$ cat src/rtl/lai_pkg.sv
package lai_pkg;
  localparam int ALM_W = 4;
  localparam logic [1:0] FLD_STAT = 2'd0;
  localparam logic [1:0] FLD_MASK = 2'd1;
  localparam logic [1:0] FLD_LIVE = 2'd2;
  localparam logic [1:0] GLB_CTRL = 2'd0;
  localparam logic [1:0] GLB_PEND = 2'd1;
endpackage

$ cat src/rtl/lai_sync_edge.sv
module lai_sync_edge #(
  parameter int W      = 4,
  parameter int STAGES = 2
) (
  input  logic         clk,
  input  logic         rst,
  input  logic [W-1:0] din,
  output logic [W-1:0] lvl,
  output logic [W-1:0] chg
);
  logic [W-1:0] st [STAGES];
  logic [W-1:0] prev;

  always_ff @(posedge clk) begin
    if (rst) begin
      for (int s = 0; s < STAGES; s++) st[s] <= '0;
      prev <= '0;
    end else begin
      st[0] <= din;
      for (int s = 1; s < STAGES; s++) st[s] <= st[s-1];
      prev <= st[STAGES-1];
    end
  end

  assign lvl = st[STAGES-1];
  assign chg = st[STAGES-1] ^ prev;
endmodule

$ cat src/rtl/lai_chan_stat.sv
module lai_chan_stat #(
  parameter int W = 4
) (
  input  logic         clk,
  input  logic         rst,
  input  logic [W-1:0] chg,
  input  logic         clr,
  input  logic         mask_we,
  input  logic [W-1:0] mask_wd,
  output logic [W-1:0] status,
  output logic [W-1:0] mask,
  output logic         flag
);
  always_ff @(posedge clk) begin
    if (rst) begin
      status <= '0;
      mask   <= '1;
    end else begin
      // a change in the clearing cycle survives the clear
      status <= (clr ? '0 : status) | chg;
      if (mask_we) mask <= mask_wd;
    end
  end

  assign flag = |(status & ~mask);

  assert_change_sets_R2: assert property (@(posedge clk) disable iff (rst)
    (|chg) |=> ((status & $past(chg)) == $past(chg)));

  assert_read_clears_R5: assert property (@(posedge clk) disable iff (rst)
    (clr && chg == '0) |=> (status == '0));

  assert_change_wins_R6: assert property (@(posedge clk) disable iff (rst)
    (clr && |chg) |=> (status == $past(chg)));
endmodule

$ cat src/rtl/lai_irq_tree.sv
module lai_irq_tree #(
  parameter int NCH = 14
) (
  input  logic           clk,
  input  logic           rst,
  input  logic           glb_en,
  input  logic [NCH-1:0] chan_flag,
  output logic           irq_n,
  output logic           irq_oe
);
  logic any_pend;
  assign any_pend = |chan_flag;

  always_ff @(posedge clk) begin
    if (rst) begin
      irq_n  <= 1'b1;
      irq_oe <= 1'b0;
    end else begin
      irq_n  <= ~(glb_en & any_pend);
      irq_oe <= glb_en & any_pend;
    end
  end

  assert_gate_off_R4: assert property (@(posedge clk) disable iff (rst)
    !glb_en |=> irq_n);

  assert_fall_has_source_R7: assert property (@(posedge clk) disable iff (rst)
    $fell(irq_n) |-> $past(|chan_flag));
endmodule

$ cat src/rtl/line_alarm_irq_ctrl.sv
module line_alarm_irq_ctrl
  import lai_pkg::*;
#(
  parameter int NUM_CH      = 14,
  parameter int DATA_W      = 16,
  parameter int ADDR_W      = 6,
  parameter int SYNC_STAGES = 2
) (
  input  logic                    clk,
  input  logic                    rst,
  input  logic [NUM_CH*ALM_W-1:0] alarm_in,
  input  logic                    rd_en,
  input  logic                    wr_en,
  input  logic [ADDR_W-1:0]       addr,
  input  logic [DATA_W-1:0]       wdata,
  output logic                    rd_valid,
  output logic [DATA_W-1:0]       rdata,
  output logic                    irq_n,
  output logic                    irq_oe
);
  localparam int PAGE_W = ADDR_W - 2;

  logic [PAGE_W-1:0] page;
  logic [1:0]        fld;
  assign page = addr[ADDR_W-1:2];
  assign fld  = addr[1:0];

  logic              glb_en;
  logic [NUM_CH-1:0] chan_flag;
  logic [ALM_W-1:0]  status_a [NUM_CH];
  logic [ALM_W-1:0]  mask_a   [NUM_CH];
  logic [ALM_W-1:0]  live_a   [NUM_CH];

  logic unused_wdata;
  assign unused_wdata = ^wdata[DATA_W-1:1];

  always_ff @(posedge clk) begin
    if (rst) glb_en <= 1'b0;
    else if (wr_en && page == '0 && fld == GLB_CTRL) glb_en <= wdata[0];
  end

  for (genvar c = 0; c < NUM_CH; c++) begin : g_ch
    localparam logic [PAGE_W-1:0] MY_PAGE = PAGE_W'(c + 1);
    logic             sel;
    logic [ALM_W-1:0] chg;
    assign sel = (page == MY_PAGE);

    lai_sync_edge #(.W(ALM_W), .STAGES(SYNC_STAGES)) u_sync (
      .clk (clk),
      .rst (rst),
      .din (alarm_in[c*ALM_W +: ALM_W]),
      .lvl (live_a[c]),
      .chg (chg)
    );

    lai_chan_stat #(.W(ALM_W)) u_stat (
      .clk     (clk),
      .rst     (rst),
      .chg     (chg),
      .clr     (rd_en && sel && fld == FLD_STAT),
      .mask_we (wr_en && sel && fld == FLD_MASK),
      .mask_wd (wdata[ALM_W-1:0]),
      .status  (status_a[c]),
      .mask    (mask_a[c]),
      .flag    (chan_flag[c])
    );
  end

  lai_irq_tree #(.NCH(NUM_CH)) u_tree (
    .clk       (clk),
    .rst       (rst),
    .glb_en    (glb_en),
    .chan_flag (chan_flag),
    .irq_n     (irq_n),
    .irq_oe    (irq_oe)
  );

  logic [DATA_W-1:0] rd_mux;
  always_comb begin
    rd_mux = '0;
    if (page == '0) begin
      if (fld == GLB_CTRL)      rd_mux[0] = glb_en;
      else if (fld == GLB_PEND) rd_mux[NUM_CH-1:0] = chan_flag;
    end else begin
      for (int c = 0; c < NUM_CH; c++) begin
        if (page == PAGE_W'(c + 1)) begin
          case (fld)
            FLD_STAT: rd_mux[ALM_W-1:0] = status_a[c];
            FLD_MASK: rd_mux[ALM_W-1:0] = mask_a[c];
            FLD_LIVE: rd_mux[ALM_W-1:0] = live_a[c];
            default:  rd_mux = '0;
          endcase
        end
      end
    end
  end

  always_ff @(posedge clk) begin
    if (rst) begin
      rd_valid <= 1'b0;
      rdata    <= '0;
    end else begin
      rd_valid <= rd_en;
      if (rd_en) rdata <= rd_mux;
    end
  end

  logic hole;
  assign hole = (page == '0 && fld[1]) ||
                (page > PAGE_W'(NUM_CH)) ||
                (page != '0 && fld == 2'd3);

  assert_hole_reads_zero_R9: assert property (@(posedge clk) disable iff (rst)
    (rd_en && hole) |=> (rd_valid && rdata == '0));

  assert_oe_tracks_R10: assert property (@(posedge clk) disable iff (rst)
    irq_oe != irq_n);
endmodule

$ cat config.mk
export PLATFORM = sky130hd
export DESIGN_NAME = line_alarm_irq_ctrl
export DESIGN_NICKNAME = d
export VERILOG_FILES = /design/src/rtl/lai_pkg.sv /design/src/rtl/lai_sync_edge.sv /design/src/rtl/lai_chan_stat.sv /design/src/rtl/lai_irq_tree.sv /design/src/rtl/line_alarm_irq_ctrl.sv
export SDC_FILE = /design/constraint.sdc
export NUM_CORES = 1
export LEC_CHECK = 0
export ABC_AREA = 0
export CORE_ASPECT_RATIO = 2
export CORE_MARGIN = 3
export CORE_UTILIZATION = 57
export CTS_CLUSTER_DIAMETER = 60
export DETAILED_ROUTE_END_ITERATION = 8
export PLACE_DENSITY = 0.9
export SYNTH_ARGS = -nofsm -noshare
export SYNTH_HDL_FRONTEND = slang
export SYNTH_SLANG_ARGS = --single-unit
$ cat constraint.sdc
create_clock -name clk -period 2.18 [get_ports clk]
set_input_delay 0.436 -clock clk [delete_from_list [all_inputs] [get_ports clk]]
set_output_delay 0.436 -clock clk [all_outputs]
set_load 0.01 [all_outputs]
==> impl_metrics.ini <==
[setup_path]
worstSetupEndpointType = register
critPathLaunchType = primary input
cp.required_ns = 2.64
arrival_ns = 2.51
critical_path_class = in2reg
cp_max_fo = 7

[yosys]
ys_seq_area_share_pct = 51.7
synth_edf_count = 0
synth_warnings = 0
synthArstFlopShare_pct = 0
synthFlopType = dfxtp_1
synth_area_um2 = 11500
ys_ff_latch = 298
synth.distinct_cells = 53
syn_avg_cell_area_um2 = 9.18
synthCells = 1258

[power_and_ir_drop]
p_sw_mw = 2.66
power.leakage_nw = 6.07
ir_worst_vdd_v = 0.000769
pwr-share-seq_pct = 50.2
switching_share_pct = 23.0
internal_power_mw = 8.91
comb_power_share_pct = 8.4
power_frac_clock_pct = 41.4
powerDensity_nw_per_um2 = 820
p_total_mw = 11.6

[die]
die_y_um = 207
io_pins = 101
initial_core_util_pct = 58.0
die_x_um = 107
coreArea_um2 = 19900
die_area_um2 = 22100
rows = 73

[global_routing]
grtUsageMet1_pct = 29.0
overflow = 0
global_route.usage.met2_pct = 44.7
use_met3_pct = 3.45
antenna_found_initial = 0
top_usage_layer = met2
grt_pass1_wl_um = 45600
grt_pass1_vias = 9318
grt_usage_pct = 25.3
grt_max_degree = 120

[clock_network]
cts.sinks = 298
cts_resized = 0
cts_tree = built
cts.clk_slew.worst_paths_ns = 0.07
cts_buffers = 25
root_buffer = clkbuf_16
ctsLongestPathBuffers = 3
cts_hold_buf = 0
htree_levels = 1
post_cts_buffers = 0
clk_latency_ns = 0.54

[timing]
hold_violations = 0
max_slew_margin_pct = 36.6
setup-tns-final_ns = 0
finalSetupViolCount = 0
worstMarginPinSlew_ns = 0.949
rsz0062_at_grt = no
period_share_pct = 94.1
fmax_ghz = 0.488
clock_skew_ns = 0.0202
period_needed_ns = 2.05
drv_slew = 0

[finish]
fin_nets = 1468
layout-drive-gt1-share_pct = 10.9
diodes = 0
area_growth_syn_to_layout_pct = 22.1
fin_util_pct = 70.8

[route]
drc = 0
num_vias = 9310
avgViaCountPerCell = 5.58
finalWirelength_um = 28200
wl_per_cell_um = 16.9
drt_iter0_markers = 751
postRouteAntennaNets = 0
firstDrtPassIters = 6

[place]
io_buffer_count = 86
gp_congestion = 0.946
dp_hpwl_um = 19800

[flow_run]
drv_cap = 0

[worst_hold_path]
hold_path.class = in2reg

[outcome]
outcome = finished, final reports clean
-- kinds of logic (layout without fill, tap and decap cells) --
group,count (synthesis),count (layout),share of synthesized area [%]
XOR/XNOR,56,56,4.25
AND/OR/NAND/NOR,504,504,22.3
flip-flops,298,298,51.7
buffers and inverters,130,276,4.60
AO/OA/AOI/OAI,207,207,11.7
multiplexers,62,62,5.44
other,1,2,0.0325
-- layer usage --
metal | wire [um] | part of all wire, % | vias to the layer above
met4 | 1570 | 5.6 | 0
met3 | 1580 | 5.6 | 124
met5 | 0 | 0 | -
met2 | 14300 | 51 | 379
li1 | - | - | 4472
met1 | 10700 | 38 | 4335
-- power by group through the flow --
stage,Sequential [mW],Clock (mW),Combinational (mW)
final,5.80,4.79,0.976
after global routing,5.82,5.06,1.06
after CTS,5.80,4.85,0.968
after global placement,5.91,0,0.926
after floorplan,5.88,0,0.575
after detailed placement,5.92,0,0.958
-- per-stage QoR --
stage | hold slack (ns) | cells | setup slack (ns) | cell area [um^2]
after floorplan | 0.414 | 1259 | 0.270 | 11600
after global placement | 0.417 | 1621 | -0.390 | 13200
after detailed placement | 0.423 | 1621 | -0.419 | 13200
after CTS | 0.276 | 1667 | 0.136 | 14100
after global routing | 0.294 | 1667 | 0.0707 | 14100
final | 0.286 | 1667 | 0.130 | 14100
-- registers in the layout, indices dropped and copies added (netlist names) --
| register | count |
|---|---|
| rd_valid | 1 |
| u_tree.irq_n | 1 |
| g_ch.u_stat.mask | 56 |
| g_ch.u_sync.prev | 56 |
| u_tree.irq_oe | 1 |
| glb_en | 1 |
| g_ch.u_stat.status | 56 |
| rdata | 14 |
| g_ch.u_sync.st | 112 |
-- cell type report --
class / count / area [um^2]
sequential: 298 / 5970
clock inverter: 15 / 201
timing repair buffer: 176 / 1640
inverter: 54 / 203
clock buffer: 31 / 698
tap: 262 / 328
fill: 1488 / 5810
multi-input combinational: 831 / 5060
-- cells in the final DEF, fill, tap and decap left out, types with 4 or more instances in the layout --
cell type        Yosys  routed
o211ai_1            10      10
bufinv_16            0       4
clkdlybuf4s50_1      0      83
a221oi_1            12      12
nand3_1             80      80
a2bb2oi_1            4       4
clkbuf_16            0      25
nor2b_1            179     178
dfxtp_1            298     298
nand2b_1             9       9
mux2_2               6       6
mux2i_1             56      56
buf_4                6      81
nand2_1            123     123
o221ai_1            11      11
clkbuf_8             0       5
xor2_1              56      56
o2bb2ai_1           11      11
nor3_1              17      16
buf_12               0       9
a21oi_1             68      68
nor2_1              76      76
inv_1               53      53
a22oi_1             21      21
o21ai_0             43      43
-- critical path, stage by stage --
cell and delay, ns:
clkdlybuf4s50_1 0.56, buf_4 0.23, nor3_1 0.21, buf_4 0.16
a221oi_1 0.05, o32ai_1 0.34, o2111ai_1 0.27, a311oi_1 0.26
-- worst paths after layout --
check        slack, ns  cells after the start                       end                    start
max               0.13                      8                  rdata[2]                  addr[4]
min               0.29                      2  g_ch[2].u_stat.status[1]                      rst
max reg2reg       0.43                      6             u_tree.irq_oe  g_ch[13].u_stat.mask[3]
min reg2reg       0.43                      1   g_ch[5].u_sync.st[0][6]  g_ch[5].u_sync.st[0][2]
-- cell usage after synthesis, types with 3 or more instances --
cell type	n	area share, %
nand3_1	80	3.5
a2bb2oi_1	4	0.30
nand2_1	123	4.0
o2bb2ai_1	11	0.83
dfxtp_1	298	52
mux2i_1	56	4.9
nor2_1	76	2.5
a221oi_1	12	0.91
clkbuf_1	55	1.8
o21ai_0	43	1.9
nor4_1	3	0.16
a21oi_1	68	2.9
xor2_1	56	4.2
buf_4	6	0.39
o211ai_1	10	0.65
a22oi_1	21	1.4
buf_1	3	0.098
buf_2	11	0.48
nor2b_1	179	9.7
nand2b_1	9	0.49
a211oi_1	3	0.20
nor3_1	17	0.74
a222oi_1	3	0.26
inv_1	53	1.7
mux2_2	6	0.59
o221ai_1	11	0.83
o32ai_1	3	0.23
a311oi_1	3	0.23
Note: power is estimated with default switching activity, not from simulation.
